<file path="src/rtl/snoop_pkg.sv">
package snoop_pkg;
    typedef enum logic [1:0] {
        ST_OFF    = 2'd0,
        ST_OPCODE = 2'd1,
        ST_ADDR   = 2'd2,
        ST_INJECT = 2'd3
    } snoop_state_e;

    localparam int UNIT_BYTES = 8;
    localparam int MAX_UNITS  = 4;
    localparam int UNITS_W    = $clog2(MAX_UNITS + 1);
    localparam int BURST_MAX  = MAX_UNITS * UNIT_BYTES;
    localparam int BURST_W    = $clog2(BURST_MAX + 1);
endpackage

</file>
<file path="src/rtl/snoop_optable.sv">
module snoop_optable
    import snoop_pkg::*;
(
    input  logic [7:0]         opcode,
    output logic [UNITS_W-1:0] units
);
    always_comb begin
        case (opcode)
            8'h0B, 8'h3B, 8'h3C, 8'h6B, 8'h6C: units = UNITS_W'(1);
            8'h0C, 8'hBB, 8'hBC:               units = UNITS_W'(2);
            8'hEB, 8'hEC:                      units = UNITS_W'(4);
            default:                           units = '0;
        endcase
    end
endmodule

</file>
<file path="src/rtl/dummy_byte_reg.sv">
module dummy_byte_reg #(
    parameter int WDATA_W = 32
) (
    input  logic               clk,
    input  logic               rst_n,
    input  logic               we,
    input  logic [WDATA_W-1:0] wdata,
    output logic [7:0]         q
);
    always_ff @(posedge clk) begin
        if (!rst_n)  q <= '0;
        else if (we) q <= wdata[7:0];
    end
endmodule

</file>
<file path="src/rtl/snoop_fsm.sv">
module snoop_fsm
    import snoop_pkg::*;
#(
    parameter int BUS_BYTES = 4,
    localparam int SIZE_W   = $clog2(BUS_BYTES + 1),
    localparam int IDX_W    = $clog2(5 + BUS_BYTES + 1)
) (
    input  logic               clk,
    input  logic               rst_n,
    input  logic               cs_sel,
    input  logic               addr_ext,
    input  logic               wr_valid,
    input  logic [SIZE_W-1:0]  wr_size,
    input  logic [UNITS_W-1:0] units,
    input  logic [7:0]         dummy_byte,
    output logic               wr_ready,
    output logic               wr_fwd,
    output logic               inj_valid,
    output logic [7:0]         inj_data
);
    snoop_state_e       state_q, state_d;
    logic [IDX_W-1:0]   idx_q, idx_d;
    logic [BURST_W-1:0] cnt_q, cnt_d;
    logic               cs_q;

    logic cs_rise, cs_fall, accept, trigger;
    logic [IDX_W-1:0] aw_lim;

    assign cs_rise = cs_sel & ~cs_q;
    assign cs_fall = ~cs_sel & cs_q;
    assign aw_lim  = addr_ext ? IDX_W'(5) : IDX_W'(4);
    assign accept  = wr_valid & wr_ready;
    assign trigger = (state_q == ST_ADDR) && (idx_q >= aw_lim);

    // state register
    always_ff @(posedge clk) begin
        if (!rst_n) begin
            state_q <= ST_OFF;
            idx_q   <= '0;
            cnt_q   <= '0;
            cs_q    <= 1'b0;
        end else begin
            state_q <= state_d;
            idx_q   <= idx_d;
            cnt_q   <= cnt_d;
            cs_q    <= cs_sel;
        end
    end

    // next state
    always_comb begin
        state_d = state_q;
        idx_d   = idx_q;
        cnt_d   = cnt_q;
        unique case (state_q)
            ST_OFF: ;
            ST_OPCODE: begin
                if (accept) begin
                    if (units == '0) begin
                        state_d = ST_OFF;                    // no_dummy
                    end else begin
                        state_d = ST_ADDR;                   // need_dummy
                        idx_d   = IDX_W'(wr_size);
                        cnt_d   = BURST_W'(units) * BURST_W'(UNIT_BYTES);
                    end
                end
            end
            ST_ADDR: begin
                if (accept) begin
                    if (trigger) state_d = ST_INJECT;        // trigger
                    else         idx_d   = idx_q + IDX_W'(wr_size);
                end
            end
            ST_INJECT: begin
                cnt_d = cnt_q - BURST_W'(1);
                if (cnt_q == BURST_W'(1)) state_d = ST_OFF;  // burst_done
            end
        endcase
        if (cs_fall) begin
            state_d = ST_OFF;                                // cs_fall
        end else if (cs_rise) begin
            state_d = ST_OPCODE;                             // cs_rise
            idx_d   = '0;
        end
    end

    // outputs
    always_comb begin
        wr_ready  = (state_q != ST_INJECT);
        wr_fwd    = accept && !trigger;
        inj_valid = (state_q == ST_INJECT);
        inj_data  = dummy_byte;
    end

    // checks
    logic [BURST_W:0] run_q;
    always_ff @(posedge clk) begin
        if (!rst_n)         run_q <= '0;
        else if (inj_valid) run_q <= run_q + 1'b1;
        else                run_q <= '0;
    end

    p_burst_len_r4: assert property (@(posedge clk) disable iff (!rst_n)
        run_q <= (BURST_W+1)'(BURST_MAX));

    p_cs_fall_off_r2: assert property (@(posedge clk) disable iff (!rst_n)
        $fell(cs_sel) |=> !inj_valid);

    p_swallow_starts_r6: assert property (@(posedge clk) disable iff (!rst_n)
        (wr_valid && wr_ready && !wr_fwd && cs_sel == cs_q) |=> inj_valid);

    p_start_after_swallow_r6: assert property (@(posedge clk) disable iff (!rst_n)
        $rose(inj_valid) |-> $past(wr_valid && wr_ready && !wr_fwd));

    p_ready_back_r7: assert property (@(posedge clk) disable iff (!rst_n)
        $fell(inj_valid) |-> wr_ready);
endmodule

</file>
<file path="src/rtl/user_dummy_inserter.sv">
module user_dummy_inserter
    import snoop_pkg::*;
#(
    parameter int BUS_BYTES = 4,
    localparam int DATA_W   = BUS_BYTES * 8,
    localparam int SIZE_W   = $clog2(BUS_BYTES + 1)
) (
    input  logic              clk,
    input  logic              rst_n,
    input  logic              cs_sel,
    input  logic              addr_ext,
    input  logic              wr_valid,
    input  logic [SIZE_W-1:0] wr_size,
    input  logic [DATA_W-1:0] wr_data,
    output logic              wr_ready,
    output logic              wr_fwd,
    input  logic              dummy_we,
    input  logic [31:0]       dummy_wdata,
    output logic              inj_valid,
    output logic [7:0]        inj_data
);
    logic [UNITS_W-1:0] units;
    logic [7:0]         dummy_byte;

    snoop_optable u_optable (
        .opcode (wr_data[7:0]),
        .units  (units)
    );

    dummy_byte_reg #(.WDATA_W(32)) u_dummy (
        .clk   (clk),
        .rst_n (rst_n),
        .we    (dummy_we),
        .wdata (dummy_wdata),
        .q     (dummy_byte)
    );

    snoop_fsm #(.BUS_BYTES(BUS_BYTES)) u_fsm (
        .clk        (clk),
        .rst_n      (rst_n),
        .cs_sel     (cs_sel),
        .addr_ext   (addr_ext),
        .wr_valid   (wr_valid),
        .wr_size    (wr_size),
        .units      (units),
        .dummy_byte (dummy_byte),
        .wr_ready   (wr_ready),
        .wr_fwd     (wr_fwd),
        .inj_valid  (inj_valid),
        .inj_data   (inj_data)
    );
endmodule

</file>
<file path="config.mk">
export PLATFORM = sky130hd
export DESIGN_NAME = user_dummy_inserter
export DESIGN_NICKNAME = d
export VERILOG_FILES = /design/src/rtl/snoop_pkg.sv /design/src/rtl/snoop_optable.sv /design/src/rtl/dummy_byte_reg.sv /design/src/rtl/snoop_fsm.sv /design/src/rtl/user_dummy_inserter.sv
export SDC_FILE = /design/constraint.sdc
export NUM_CORES = 1
export LEC_CHECK = 0
export BUFFER_PORTS_ARGS = -buffer_cell sky130_fd_sc_hd__buf_2
export CAP_MARGIN = 20
export CORE_ASPECT_RATIO = 0.7
export CORE_MARGIN = 4
export CORE_UTILIZATION = 40
export DETAILED_ROUTE_END_ITERATION = 6
export PLACE_DENSITY = 0.87
export SLEW_MARGIN = 20
export SYNTH_ARGS = -nofsm -noshare
export SYNTH_HDL_FRONTEND = slang
export SYNTH_SLANG_ARGS = --single-unit
</file>
<file path="constraint.sdc">
create_clock -name clk -period 2.8 [get_ports clk]
set_input_delay 0.56 -clock clk [delete_from_list [all_inputs] [get_ports clk]]
set_output_delay 0.56 -clock clk [all_outputs]
set_load 0.01 [all_outputs]
</file>
==> impl_metrics.csv, run 1 <==
group,metric,value,unit
sta,finalCriticalPeriod,2340,ps
die,fp.dieW,78.3,microns
cells_and_area,fin_nets,281,
synth,synth-seq-area-share,0.304,
route,viasPerCell,5.19,
grt,grt_max_degree,21,
clocking,clock_latency,260,ps
synth,syn_inst,161,
clocking,clk_pin_slew,80,ps
critical_path,slowest_stage,"or3b_1",
sta,fmax,428,MHz
synth,synth.avg_cell_area,8.60,sq um
route,wl_per_cell,12.4,microns
grt,antenna_found_initial,0,
grt,globalRoute.totalOverflow,0,
die,die_area,0.00448,sq mm
route,drt-pass1-iter-count,6,
cells_and_area,drive_above_1_share,0.254,
route,route.detailed.drc,0,
placed_design,io_buffers,35,
die,rows,17,
cells_and_area,multiInputGateArea,906,sq um
clocking,cts_buffer_depth,2,
route,drtIter0Drc,66,
clocking,clock_sinks,21,
critical_path,path_class,"reg2out",
sta,hold_violations,0,
critical_path,crit_chain,"inv_1, ha_1, or3b_1, a21oi_2, nor2_1, nor2_1, buf_2",
power_and_ir_drop,power,606,uW
grt,grt_usage,0.136,
sta,skew,7.00,ps
die,boundaryPins,84,
power_and_ir_drop,p_per_area,366,mW/mm^2
synth,synth_top_area_frac,0.304,
sta,finalSetupViolations,0,
clocking,cts_made_buffers,3,
synth,ys_seq_elements,21,
route,vias,1266,
sta,maxSlewViolCount,0,
power_and_ir_drop,leakage,0.720,nW
clocking,cts_tree,"yes",
critical_path,crit_top_cell,"nor2_1",
synth,async_flop_share,0,
grt,grt_first_pass_wirelength,4970,microns
critical_path,cp.required,2240,ps
grt,grt_pass1_vias,1120,
synth,synth_most_common_cell,"dfxtp_1",
clocking,postCtsHoldBufs,0,
critical_path,setup.worst_path.end_class,"primary output",
critical_path,arrival,1780,ps
cells_and_area,final-instance-count-excl-fill,244,
synth,synth_nets,244,
synth,synthTopCellsByCount,"dfxtp_1 (21), inv_1 (11), nor2_1 (11)",
synth,synth-edff-count,0,
critical_path,crit_path_max_fanout,4,
sta,timing.final.crit_share,0.835,
critical_path,critPathMaxStageDelay,390,ps
placed_design,place_congestion,0.782,
sta,slew_headroom,0.624,
die,die_y,57.2,microns
synth,synth_cell_types,49,
synth,yosys_warnings,0,
clocking,postCtsResizedCells,0,
clocking,cts_root_buffer,"clkbuf_8",
cells_and_area,fin_util,0.512,
die,core_area,0.00323,sq mm
sta,tightest_slew,564,ps
cells_and_area,register_area,420,sq um
synth,yosys_most_used_dff,"dfxtp_1",
cells_and_area,fillCellCount,328,
sta,rsz0062_at_grt,"no",
synth,synthesis.area,0.00138,sq mm
die,start_util,0.428,
placed_design,placed_cells,240,
cells_and_area,diodes,0,
route,drtAntennaViolNets,0,
power_and_ir_drop,peakVddDrop,0.193,mV
cells_and_area,area_growth,19.5,%
clocking,cts_setup_buffers,0,
hold_path,holdCritPathClass,"reg2reg",
run,cap_viol_max_count,0,
synth,synth.area.top_cells,"dfxtp_1 (30%), ha_1 (8.1%), mux2i_1 (5.8%)",
critical_path,startpoint_type,"flip-flop",
route,routed_wl,3030,microns
sta,tns,0,ps
synth,synth_top_area_cell,"dfxtp_1",
clocking,cts_max_level,1,
outcome,status,"finished clean",
placed_design,hpwl,2430,microns
[report_power, final]
part | switching (mW) | internal [mW] | total (mW)
clock | 0.0917 | 0.101 | 0.193
sequential | 0.00499 | 0.308 | 0.313
combinational | 0.0560 | 0.0444 | 0.100
[critical path: cells and delay by family (launching register included)]
| kind | cells | cell delay, ps |
|---|---|---|
| simple gates | 3 | 510 |
| flops | 1 | 380 |
| fa+ha+maj | 1 | 270 |
| buf+inv | 2 | 190 |
| compound gates | 1 | 170 |
[kinds of logic (layout without fill, tap and decap cells)]
group                      Yosys count  after routing  synth area share
adders and majority gates           10             10            0.0958
muxes                                8              8            0.0579
buffers and inverters               15             51            0.0416
xor gates and xnor gates             2              2            0.0127
and+or+nand+nor                     62             62             0.252
AOI/OAI and AO/OA                   43             43             0.236
DFF                                 21             21             0.304
[layout make-up]
type	instances	area share
inverter	11	0.0250
timing repair buffer	36	0.110
tap	47	0.0356
clock buffer	4	0.0272
multi-input combinational	125	0.548
sequential	21	0.254
[per-stage QoR]
| step | hold WS (ps) | setup WS, ps | area [sq um] |
|---|---|---|---|
| detailed placement | 462 | 489 | 1610 |
| global route | 486 | 333 | 1650 |
| global placement | 445 | 487 | 1610 |
| floorplan | 435 | 599 | 1380 |
| CTS | 473 | 439 | 1650 |
| finish | 474 | 461 | 1650 |
[metal layers]
| layer | global-route usage | up-vias | wire length [microns] |
|---|---|---|---|
| li1 | - | 659 | - |
| met1 | 0.179 | 574 | 1450 |
| met2 | 0.221 | 29 | 1400 |
| met3 | 0.0394 | 4 | 156 |
| met4 | 0.0324 | 0 | 29 |
| met5 | 0 | - | 0 |
[cell usage in the layout, fill, tap and decap left out, types with 2 or more instances in the layout]
master	n
a21boi_0	2
a21oi_1	7
a31o_2	2
and2_1	3
and3_1	2
and3b_1	3
buf_2	35
clkbuf_8	3
dfxtp_1	21
ha_1	9
inv_1	11
mux2i_1	8
nand2_1	9
nand2b_1	4
nand3_1	4
nand3b_1	2
nand4b_1	2
nor2_1	11
nor2b_1	8
nor3_1	7
nor4_1	2
o211ai_1	3
o21ai_0	7
o22ai_1	4
o31ai_1	2
[worst paths after layout]
check | startpoint | end | slack, ps | depth (start not counted)
setup / recovery | u_fsm.idx_q[0] | wr_fwd | 460 | 7
setup reg to reg | u_fsm.state_q[0] | u_fsm.state_q[1] | 840 | 6
hold / removal | u_fsm.cnt_q[4] | u_fsm.cnt_q[4] | 470 | 2
hold reg to reg | u_fsm.cnt_q[4] | u_fsm.cnt_q[4] | 470 | 2
[state kept, by name, summed over array words and instances (netlist names)]
register	count
u_dummy.q	8
u_fsm.state_q	2
u_fsm.idx_q	4
u_fsm.cs_q	1
u_fsm.cnt_q	6
Note: power is estimated with default switching activity, not from simulation.
==> run 2: changes to the inputs <==
==> constraint.sdc (replaced) <==
create_clock -name clk -period 2.3 [get_ports clk]
set_input_delay 0.46 -clock clk [delete_from_list [all_inputs] [get_ports clk]]
set_output_delay 0.46 -clock clk [all_outputs]
set_load 0.01 [all_outputs]
==> impl_metrics.csv, run 2 (synthesis gave the netlist of run 1 again) <==
group,metric,value,unit
route,route.detailed.drc,0,
grt,antenna_found_initial,0,
critical_path,rr_worst_depth,8,
critical_path,startpoint_type,"flip-flop",
cells_and_area,reg.largest.list,"u_dummy.q (8), u_fsm.cnt_q (6), u_fsm.idx_q (4)",
sta,fmax,460,MHz
critical_path,slowest_stage,"or3b_4",
placed_design,place_congestion,0.781,
die,start_util,0.428,
critical_path,setup.worst_path.end_class,"primary output",
placed_design,io_buffers,35,
sta,finalSetupViolations,0,
grt,grt_pass1_vias,1121,
clocking,cts_made_buffers,3,
power_and_ir_drop,peakVddDrop,0.325,mV
cells_and_area,area_growth,20.4,%
critical_path,startpoint,"u_fsm.idx_q[0]",
critical_path,r2r_end,"u_fsm.state_q[1]",
critical_path,crit_path_max_fanout,4,
sta,tns,0,ps
clocking,clk_pin_slew,70,ps
route,vias,1250,
critical_path,crit_chain,"inv_1, ha_1, or3b_4, a21oi_2, nor2_1, nor2_1, buf_2",
cells_and_area,diodes,0,
hold_path,holdCritPathClass,"in2reg",
clocking,postCtsResizedCells,0,
clocking,cts_root_buffer,"clkbuf_8",
sta,finalCriticalPeriod,2170,ps
sta,tightest_slew,583,ps
cells_and_area,largest_reg_flops,8,
cells_and_area,top_register,"u_dummy.q",
power_and_ir_drop,p_sw_frac,0.258,
grt,grt_max_degree,21,
critical_path,rrSetupSlack,420,ps
critical_path,crit_top_cell,"nor2_1",
power_and_ir_drop,switchingPower,191,uW
clocking,postCtsHoldBufs,0,
sta,skew,10.7,ps
critical_path,timing.rr.start,"u_fsm.idx_q[0]",
power_and_ir_drop,pwr-share-seq,0.514,
run,cap_viol_max_count,0,
cells_and_area,fillCellCount,314,
route,routed_wl,3040,microns
cells_and_area,final_common_cell,"buf_2",
cells_and_area,fin_nets,282,
cells_and_area,final_cell_mix,"buf_2 (35), dfxtp_1 (20), inv_1 (11), nor2_1 (11)",
route,drtAntennaViolNets,0,
route,drt-pass1-iter-count,4,
critical_path,arrival,1710,ps
die,die_y,57.2,microns
sta,rsz0062_at_grt,"no",
critical_path,crit_end,"wr_fwd",
power_and_ir_drop,p_int,550,uW
critical_path,cp.required,1840,ps
clocking,cts_tree,"yes",
clocking,clock_sinks,21,
die,fp.dieW,78.3,microns
power_and_ir_drop,p_comb_frac,0.166,
outcome,status,"finished clean",
die,boundaryPins,84,
critical_path,critPathMaxStageDelay,380,ps
route,viasPerCell,5.10,
die,die_area,0.00448,sq mm
critical_path,critical-path-top-delay-family,"simple AND/OR/NAND/NOR gates",
critical_path,path_class,"reg2out",
grt,grt_first_pass_wirelength,5020,microns
grt,globalRoute.totalOverflow,0,
sta,whs,440,ps
die,core_area,0.00323,sq mm
sta,timing.final.crit_share,0.945,
clocking,cts_max_level,1,
sta,hold_violations,0,
power_and_ir_drop,leakage,0.729,nW
placed_design,hpwl,2420,microns
sta,slew_headroom,0.612,
grt,grt_usage,0.136,
route,wl_per_cell,12.4,microns
critical_path,cp.depth,7,
die,rows,17,
cells_and_area,drive_above_1_share,0.273,
sta,maxSlewViolCount,0,
route,drtIter0Drc,74,
clocking,clock_latency,260,ps
power_and_ir_drop,p_per_area,444,mW/mm^2
critical_path,path_buf_inv,2,
clocking,cts_buffer_depth,2,
clocking,cts_setup_buffers,0,
power_and_ir_drop,clkPwrFrac,0.320,
## run 2: cell type report
type | count | area [sq um] | area share
well taps | 47 | 58.8 | 0.0353
inverters | 11 | 41.3 | 0.0248
clock buffers | 3 | 41.3 | 0.0248
clock inverters | 1 | 5.00 | 0.00300
multi-input cells | 125 | 908 | 0.545
flip-flops and latches | 21 | 422 | 0.253
repair buffers | 37 | 190 | 0.114
## run 2: worst reg2reg max path, stage by stage (launching register included)
cell,delay (ps)
dfxtp_2,360
inv_1,50
ha_1,270
or3b_4,380
a21oi_2,160
buf_4,150
and2_1,140
nor2_1,60
a311oi_2,230
## run 2: layer usage
metal  routed length, microns  GRT usage
met1                     1490      0.194
met2                     1410      0.212
met3                      147     0.0394
met4                        0     0.0150
met5                        0          0
## run 2: per-stage QoR
step | setup WS [ps] | cell area [sq um] | util | power, mW | instances
CTS | 53.4 | 1660 | 0.514 | 0.751 | 245
global route | 10.1 | 1670 | 0.515 | 0.786 | 245
finish | 126 | 1670 | 0.515 | 0.741 | 245
floorplan | 299 | 1380 | - | 0.463 | 161
global placement | 189 | 1620 | 0.500 | 0.508 | 241
detailed placement | 204 | 1620 | 0.500 | 0.511 | 241
## run 2: worst min-delay path by stage
stage	from	end	depth (start not counted)
floorplan	u_fsm.cnt_q[4]	u_fsm.cnt_q[4]	2
global placement	u_fsm.cnt_q[4]	u_fsm.cnt_q[4]	2
detailed placement	u_fsm.cnt_q[4]	u_fsm.cnt_q[4]	2
CTS	cs_sel	u_fsm.cs_q	2
global route	dummy_wdata[4]	u_dummy.q[4]	3
finish	cs_sel	u_fsm.cs_q	2
## run 2: power by group through the flow
| stage | logic [mW] | clock network [mW] | registers [mW] |
|---|---|---|---|
| after floorplan | 0.0701 | 0 | 0.393 |
| after global placement | 0.119 | 0 | 0.388 |
| after detailed placement | 0.122 | 0 | 0.389 |
| after CTS | 0.123 | 0.248 | 0.380 |
| after global routing | 0.138 | 0.265 | 0.382 |
| final | 0.123 | 0.237 | 0.380 |
